--- src/rtl/fpcc_pkg.sv ---
package fpcc_pkg;

  localparam int OPW      = 64;
  localparam int MAGW     = OPW - 1;
  localparam int SP_EXPW  = 8;
  localparam int SP_FRACW = 23;
  localparam int SP_W     = 1 + SP_EXPW + SP_FRACW;
  localparam int DP_EXPW  = 11;
  localparam int DP_FRACW = 52;

  typedef struct packed {
    logic            sign;
    logic            nan;
    logic            snan;
    logic            zero;
    logic [MAGW-1:0] mag;
  } fpcc_opnd_t;

  typedef struct packed {
    logic lt;
    logic eq;
    logic un;
  } fpcc_rel_t;

  // Split one operand bus into classification fields.
  function automatic fpcc_opnd_t f_unpack(input logic [OPW-1:0] bits,
                                          input logic dbl,
                                          input logic absv);
    fpcc_opnd_t o;
    logic exp_ones;
    logic frac_nz;
    logic frac_msb;
    if (dbl) begin
      exp_ones = &bits[DP_FRACW +: DP_EXPW];
      frac_nz  = |bits[DP_FRACW-1:0];
      frac_msb = bits[DP_FRACW-1];
      o.sign   = bits[OPW-1];
      o.mag    = bits[MAGW-1:0];
    end else begin
      exp_ones = &bits[SP_FRACW +: SP_EXPW];
      frac_nz  = |bits[SP_FRACW-1:0];
      frac_msb = bits[SP_FRACW-1];
      o.sign   = bits[SP_W-1];
      o.mag    = {{(MAGW-SP_W+1){1'b0}}, bits[SP_W-2:0]};
    end
    if (absv) o.sign = 1'b0;
    o.nan  = exp_ones & frac_nz;
    o.snan = exp_ones & frac_nz & ~frac_msb;
    o.zero = (o.mag == '0);
    return o;
  endfunction

  // Sign-magnitude ordering of two non-NaN operands.
  function automatic fpcc_rel_t f_order(input fpcc_opnd_t a, input fpcc_opnd_t b);
    fpcc_rel_t r;
    logic m_lt;
    logic m_gt;
    m_lt = (a.mag < b.mag);
    m_gt = (a.mag > b.mag);
    r.un = 1'b0;
    r.eq = (a.zero & b.zero) | ((a.sign == b.sign) & (a.mag == b.mag));
    r.lt = ~r.eq & (( a.sign & ~b.sign) |
                    (~a.sign & ~b.sign & m_lt) |
                    ( a.sign &  b.sign & m_gt));
    return r;
  endfunction

  // Predicate reduction over the three relations.
  function automatic logic f_pred(input logic [3:0] p, input fpcc_rel_t r);
    return (p[2] & r.lt) | (p[1] & r.eq) | (p[0] & r.un);
  endfunction

endpackage

--- src/rtl/fpcc_unpack.sv ---
module fpcc_unpack
  import fpcc_pkg::*;
(
  input  logic [OPW-1:0] bits,
  input  logic           dbl,
  input  logic           absv,
  output fpcc_opnd_t     opnd
);
  always_comb opnd = f_unpack(bits, dbl, absv);
endmodule

--- src/rtl/fpcc_order.sv ---
module fpcc_order
  import fpcc_pkg::*;
(
  input  fpcc_opnd_t a,
  input  fpcc_opnd_t b,
  output fpcc_rel_t  rel,
  output logic       any_snan
);
  fpcc_rel_t ord;
  logic      unord;

  always_comb begin
    ord   = f_order(a, b);
    unord = a.nan | b.nan;
    if (unord) begin
      rel.lt = 1'b0;
      rel.eq = 1'b0;
      rel.un = 1'b1;
    end else begin
      rel = ord;
    end
    any_snan = a.snan | b.snan;
  end
endmodule

--- src/rtl/fpcc_eval.sv ---
module fpcc_eval
  import fpcc_pkg::*;
(
  input  logic [3:0] pred,
  input  fpcc_rel_t  rel,
  input  logic       any_snan,
  output logic       result,
  output logic       invalid
);
  always_comb begin
    result  = f_pred(pred, rel);
    invalid = rel.un & (pred[3] | any_snan);
  end
endmodule

--- src/rtl/fp_cond_cmp.sv ---
module fp_cond_cmp
  import fpcc_pkg::*;
#(
  parameter  int NCC = 8,
  localparam int CCW = (NCC > 1) ? $clog2(NCC) : 1
)(
  input  logic           clk,
  input  logic           rst_n,
  input  logic           in_valid,
  input  logic [OPW-1:0] op_a,
  input  logic [OPW-1:0] op_b,
  input  logic           fmt_dbl,
  input  logic [3:0]     pred,
  input  logic           abs_en,
  input  logic [CCW-1:0] cc_idx,
  output logic           out_done,
  output logic           out_result,
  output logic [NCC-1:0] out_cc_wmask,
  output logic           out_invalid
);

  localparam int NOPS = 2;

  logic [OPW-1:0] op_bus [NOPS];
  fpcc_opnd_t     opnd   [NOPS];

  assign op_bus[0] = op_a;
  assign op_bus[1] = op_b;

  for (genvar g = 0; g < NOPS; g++) begin : g_unp
    fpcc_unpack u_unp (
      .bits (op_bus[g]),
      .dbl  (fmt_dbl),
      .absv (abs_en),
      .opnd (opnd[g])
    );
  end

  fpcc_rel_t rel;
  logic      any_snan;
  logic      cmb_result;
  logic      cmb_invalid;

  fpcc_order u_ord (
    .a        (opnd[0]),
    .b        (opnd[1]),
    .rel      (rel),
    .any_snan (any_snan)
  );

  fpcc_eval u_eval (
    .pred     (pred),
    .rel      (rel),
    .any_snan (any_snan),
    .result   (cmb_result),
    .invalid  (cmb_invalid)
  );

  // Named relation wires for the checker.
  logic rel_lt, rel_eq, rel_un;
  assign rel_lt = rel.lt;
  assign rel_eq = rel.eq;
  assign rel_un = rel.un;

  logic [NCC-1:0] idx_onehot;
  assign idx_onehot = {{(NCC-1){1'b0}}, 1'b1} << cc_idx;

  always_ff @(posedge clk or negedge rst_n) begin
    if (!rst_n) begin
      out_done     <= 1'b0;
      out_result   <= 1'b0;
      out_invalid  <= 1'b0;
      out_cc_wmask <= '0;
    end else begin
      out_done <= in_valid;
      if (in_valid) begin
        out_result   <= cmb_result;
        out_invalid  <= cmb_invalid;
        out_cc_wmask <= idx_onehot;
      end else begin
        out_result   <= 1'b0;
        out_invalid  <= 1'b0;
        out_cc_wmask <= '0;
      end
    end
  end

endmodule

--- config.mk ---
export PLATFORM = sky130hd
export DESIGN_NAME = fp_cond_cmp
export DESIGN_NICKNAME = d
export VERILOG_FILES = /design/src/rtl/fpcc_pkg.sv /design/src/rtl/fpcc_unpack.sv /design/src/rtl/fpcc_order.sv /design/src/rtl/fpcc_eval.sv /design/src/rtl/fp_cond_cmp.sv
export SDC_FILE = /design/constraint.sdc
export NUM_CORES = 1
export LEC_CHECK = 0
export ABC_CLOCK_PERIOD_IN_PS = 800
export BUFFER_PORTS_ARGS = -buffer_cell sky130_fd_sc_hd__buf_4
export CAP_MARGIN = 40
export CORE_ASPECT_RATIO = 1.5
export CORE_MARGIN = 2
export CORE_UTILIZATION = 42
export DETAILED_ROUTE_END_ITERATION = 8
export PLACE_DENSITY = 0.77
export RECOVER_POWER = 25
export SYNTH_ARGS = -nofsm -noshare
export SYNTH_HDL_FRONTEND = slang
export SYNTH_SLANG_ARGS = --single-unit
--- constraint.sdc ---
create_clock -name clk -period 0.8 [get_ports clk]
set_clock_uncertainty 0.05 [all_clocks]
set_input_delay 0.12 -clock clk [delete_from_list [all_inputs] [get_ports clk]]
set_output_delay 0.12 -clock clk [all_outputs]
set_load 0.02 [all_outputs]
==> results.md <==
- Status: finished with violations
- Failing checks: setup timing
- Vias in the first global route: between 4000 and 5000
- Routed WL: around 12000 um
- Maximum vdd ir drop: between 600 and 700 uV
- Buffer levels on the longest clock path: 2
- Wire per inst: 16.6 um
- Total via count in the routed design: 3944
- Total power divided by cell area: between 600 and 700 nW/um^2
- Seq cells post-synth: 11
- Setup repair after global routing missed its margin: true
- Area overhead of the layout relative to synthesis: 88.1%
- Cell with the largest stage delay on the worst path: sky130_fd_sc_hd__nor4_4
- Critical path startpoint category: input pin
- HPWL after detailed placement: 9310 um
- Iteration-0 DRC count of the detailed router: 113
- Yosys cell types: 42
- Top fanout value on the critical path: 9
- Number of nets in the layout: 825
- Leading cell type in the layout, fill and taps excluded: sky130_fd_sc_hd__buf_4
- Post-route clock period utilization: 2.74
- Arrival time reported for the critical path endpoint: 2.30 ns
- Number of port buffers: 150
- Width of the die: 70.1 um
- Area enclosed by the die boundary: slightly above 7000 sq um
- Average footprint of a synthesized cell: 7.12 sq um
- Crit-path cells: buf_12, buf_6, and2_4, ha_1, nand4_1, nor4_4, nand4_2, nor2_1, a32oi_1, and4_4, mux2_4, o21ai_2
- TritonCTS clock tree: yes
- Shortest clock period the worst path allows after layout: 2.19 ns
- DRT Pass-1 Iters: 5
- Largest family of logic cells by synthesized area: simple AND/OR/NAND/NOR gates
- Max-slew violation count: 0
- EDFF count, synth: 0
- Antenna violation net count after detailed routing: 0
- Adder and majority cell fraction of the synthesized area: 0.300
- Least setup slack across all paths after layout: -1.39 ns
- Top library cells by usage in the layout, fill and taps aside: 205 x sky130_fd_sc_hd__buf_4, 56 x sky130_fd_sc_hd__nand2_1, 54 x sky130_fd_sc_hd__ha_1
- Required time reported for the critical path endpoint: 0.91 ns
- Setup TNS: -3.27 ns
- Endpoint type of the worst setup path: flop
- TritonCTS sink count: 11
- Warnings from Yosys: 0
- Total count of hold-check failures in the final report: 0
- Portion of the post-synthesis area used by sequential elements: 0.100
- Multiplexer fraction of the synthesized cell area: 0.0127
- Critical Path Sink: out_result
- Core region area: 6440 sq um
- Netlist Area Pre-Place: 2750 sq um
- Cell leakage power: 2.61 nW
- Maximum number of pins on one net before global-route repair: 27
- Number of inserted diodes: 0
- Worst hold-check path type: input pin to flop
- Htree depth: 1
- Gr ovfl total: 0
- Synthesized netlist cell count: 387
- CTS buffer count: 3
- Antenna violations before repair: 0
- Clock-pin slew on the worst setup and hold paths: 0.05 ns
- Slowest stage delay, CP: 0.31 ns
- Beginning of the critical path: fmt_dbl
- Maximum achievable frequency: roughly 460 MHz
- CP top delay family: simple AND/OR/NAND/NOR gates
- Buf+Inv Stages, Crit Path: 2
- Basic-gate share of the synthesized area counting and, or, nand and nor cells: 0.391
- Via density: 5.68
- Classification of the worst setup path: input pin to flop
- Net count after synthesis: 593
- Layout cells sized above 1: 0.474
- Number of cells in the design after placement: 683
- Maximum Capacitance Violations: 0
- Routability Congestion: 0.882
- Height of the die: between 100 and 150 um
- Io pins: 151
- Number of remaining DRC errors: 0
- Area share of xor/xnor cells in the synthesized design: 0
- Clk root buf: sky130_fd_sc_hd__clkbuf_8
- Final setup violation count: 13
- Final non-filler cell total: 694
- Number of core rows: 36
- Tightest Pin Transition: around 0.49 ns
- Total Routing Usage GR: 0.301
- Remaining max-slew budget at the tightest pin: 0.673
- Wire length of the first global-routing pass: 17700 um
- Effective utilization at floorplan: 0.428
- Ys async rst share: 1.00
- Dominant register cell in the synthesized netlist: sky130_fd_sc_hd__dfrtp_1
- Total number of cells along the worst setup path: 12
- Post-synthesis compound-gate area fraction: 0.138
[registers in the layout (all words and copies together) (netlist names)]
name          count
out_cc_wmask      8
out_done          1
out_invalid       1
out_result        1
[cell usage after synthesis (all sizes together), types with 3 or more instances]
master   n  area share
nand4   21       0.052
nor4    29       0.071
a21o     4       0.011
and4     3       0.010
inv     35       0.048
o21ai   10       0.020
nor3    14       0.025
nand3   10       0.018
a211oi   4       0.011
and2    33       0.075
a21boi   3      0.0082
nor2    22       0.030
a21oi   26       0.047
clkbuf   7      0.0095
dfrtp   11        0.10
nand2b   4      0.0091
ha      66        0.30
nand2   62       0.085
[how the worst min path moves through the flow]
stage / slack [ns] / to / cells after the start / startpoint
floorplan: -0.23 / out_cc_wmask[0] / 0 / rst_n
global placement: -0.1 / out_done / 1 / rst_n
detailed placement: -0.09 / out_done / 1 / rst_n
CTS: 0.02 / out_cc_wmask[0] / 2 / cc_idx[1]
global route: 0.03 / out_cc_wmask[1] / 2 / cc_idx[2]
finish: 0.02 / out_cc_wmask[0] / 2 / cc_idx[1]
[where the power goes]
group,total [mW],switching (mW),internal (mW)
clock network,0.535,0.187,0.348
registers,0.583,0.00855,0.575
logic,2.47,1.08,1.39
[routing by layer]
metal  vias up  global-route usage  routed length (um)
met5         -                   0                   0
met4         0               0.152                 637
met3        51              0.0388                 663
met2       194               0.609                6350
met1      1820               0.297                3860
li1       1879                   -                   -
[cell type report]
class | count | area, sq um
clock buffer | 4 | 45.0
fill | 438 | 1260
inverter | 35 | 131
multi-input combinational | 333 | 2690
sequential | 11 | 275
tap | 76 | 95.1
timing repair buffer | 235 | 1940
[through the flow]
stage               hold WS [ns]  area [sq um]  worst slack, ns  power [mW]   util
floorplan                 -0.226          3000            -1.61        1.56      -
global placement         -0.0955          4700            -1.64        2.70  0.730
detailed placement       -0.0929          4700            -1.68        2.77  0.730
CTS                       0.0163          5050            -1.36        3.49  0.784
global route              0.0276          5180            -1.45        3.86  0.804
finish                    0.0186          5180            -1.39        3.59  0.804
[repair_timing]
item                                   in CTS  in global routing
buffers inserted                            3                  2
gates resized for setup                    42                 26
setup endpoints to repair                  13                 13
endpoints found under the hold margin      11                  0
pin swaps                                  33                 17
cloned                                      2                  0
hold buffers                                1                  0
[kinds of logic after synthesis]
| family | Yosys count |
|---|---|
| AND/OR/NAND/NOR | 204 |
| adder cells (fa/ha/maj) | 66 |
| AO/OA/AOI/OAI | 60 |
| buffers and inverters | 43 |
| flip-flops | 11 |
| multiplexers | 3 |
No activity file was read; power rests on OpenSTA's default activity.
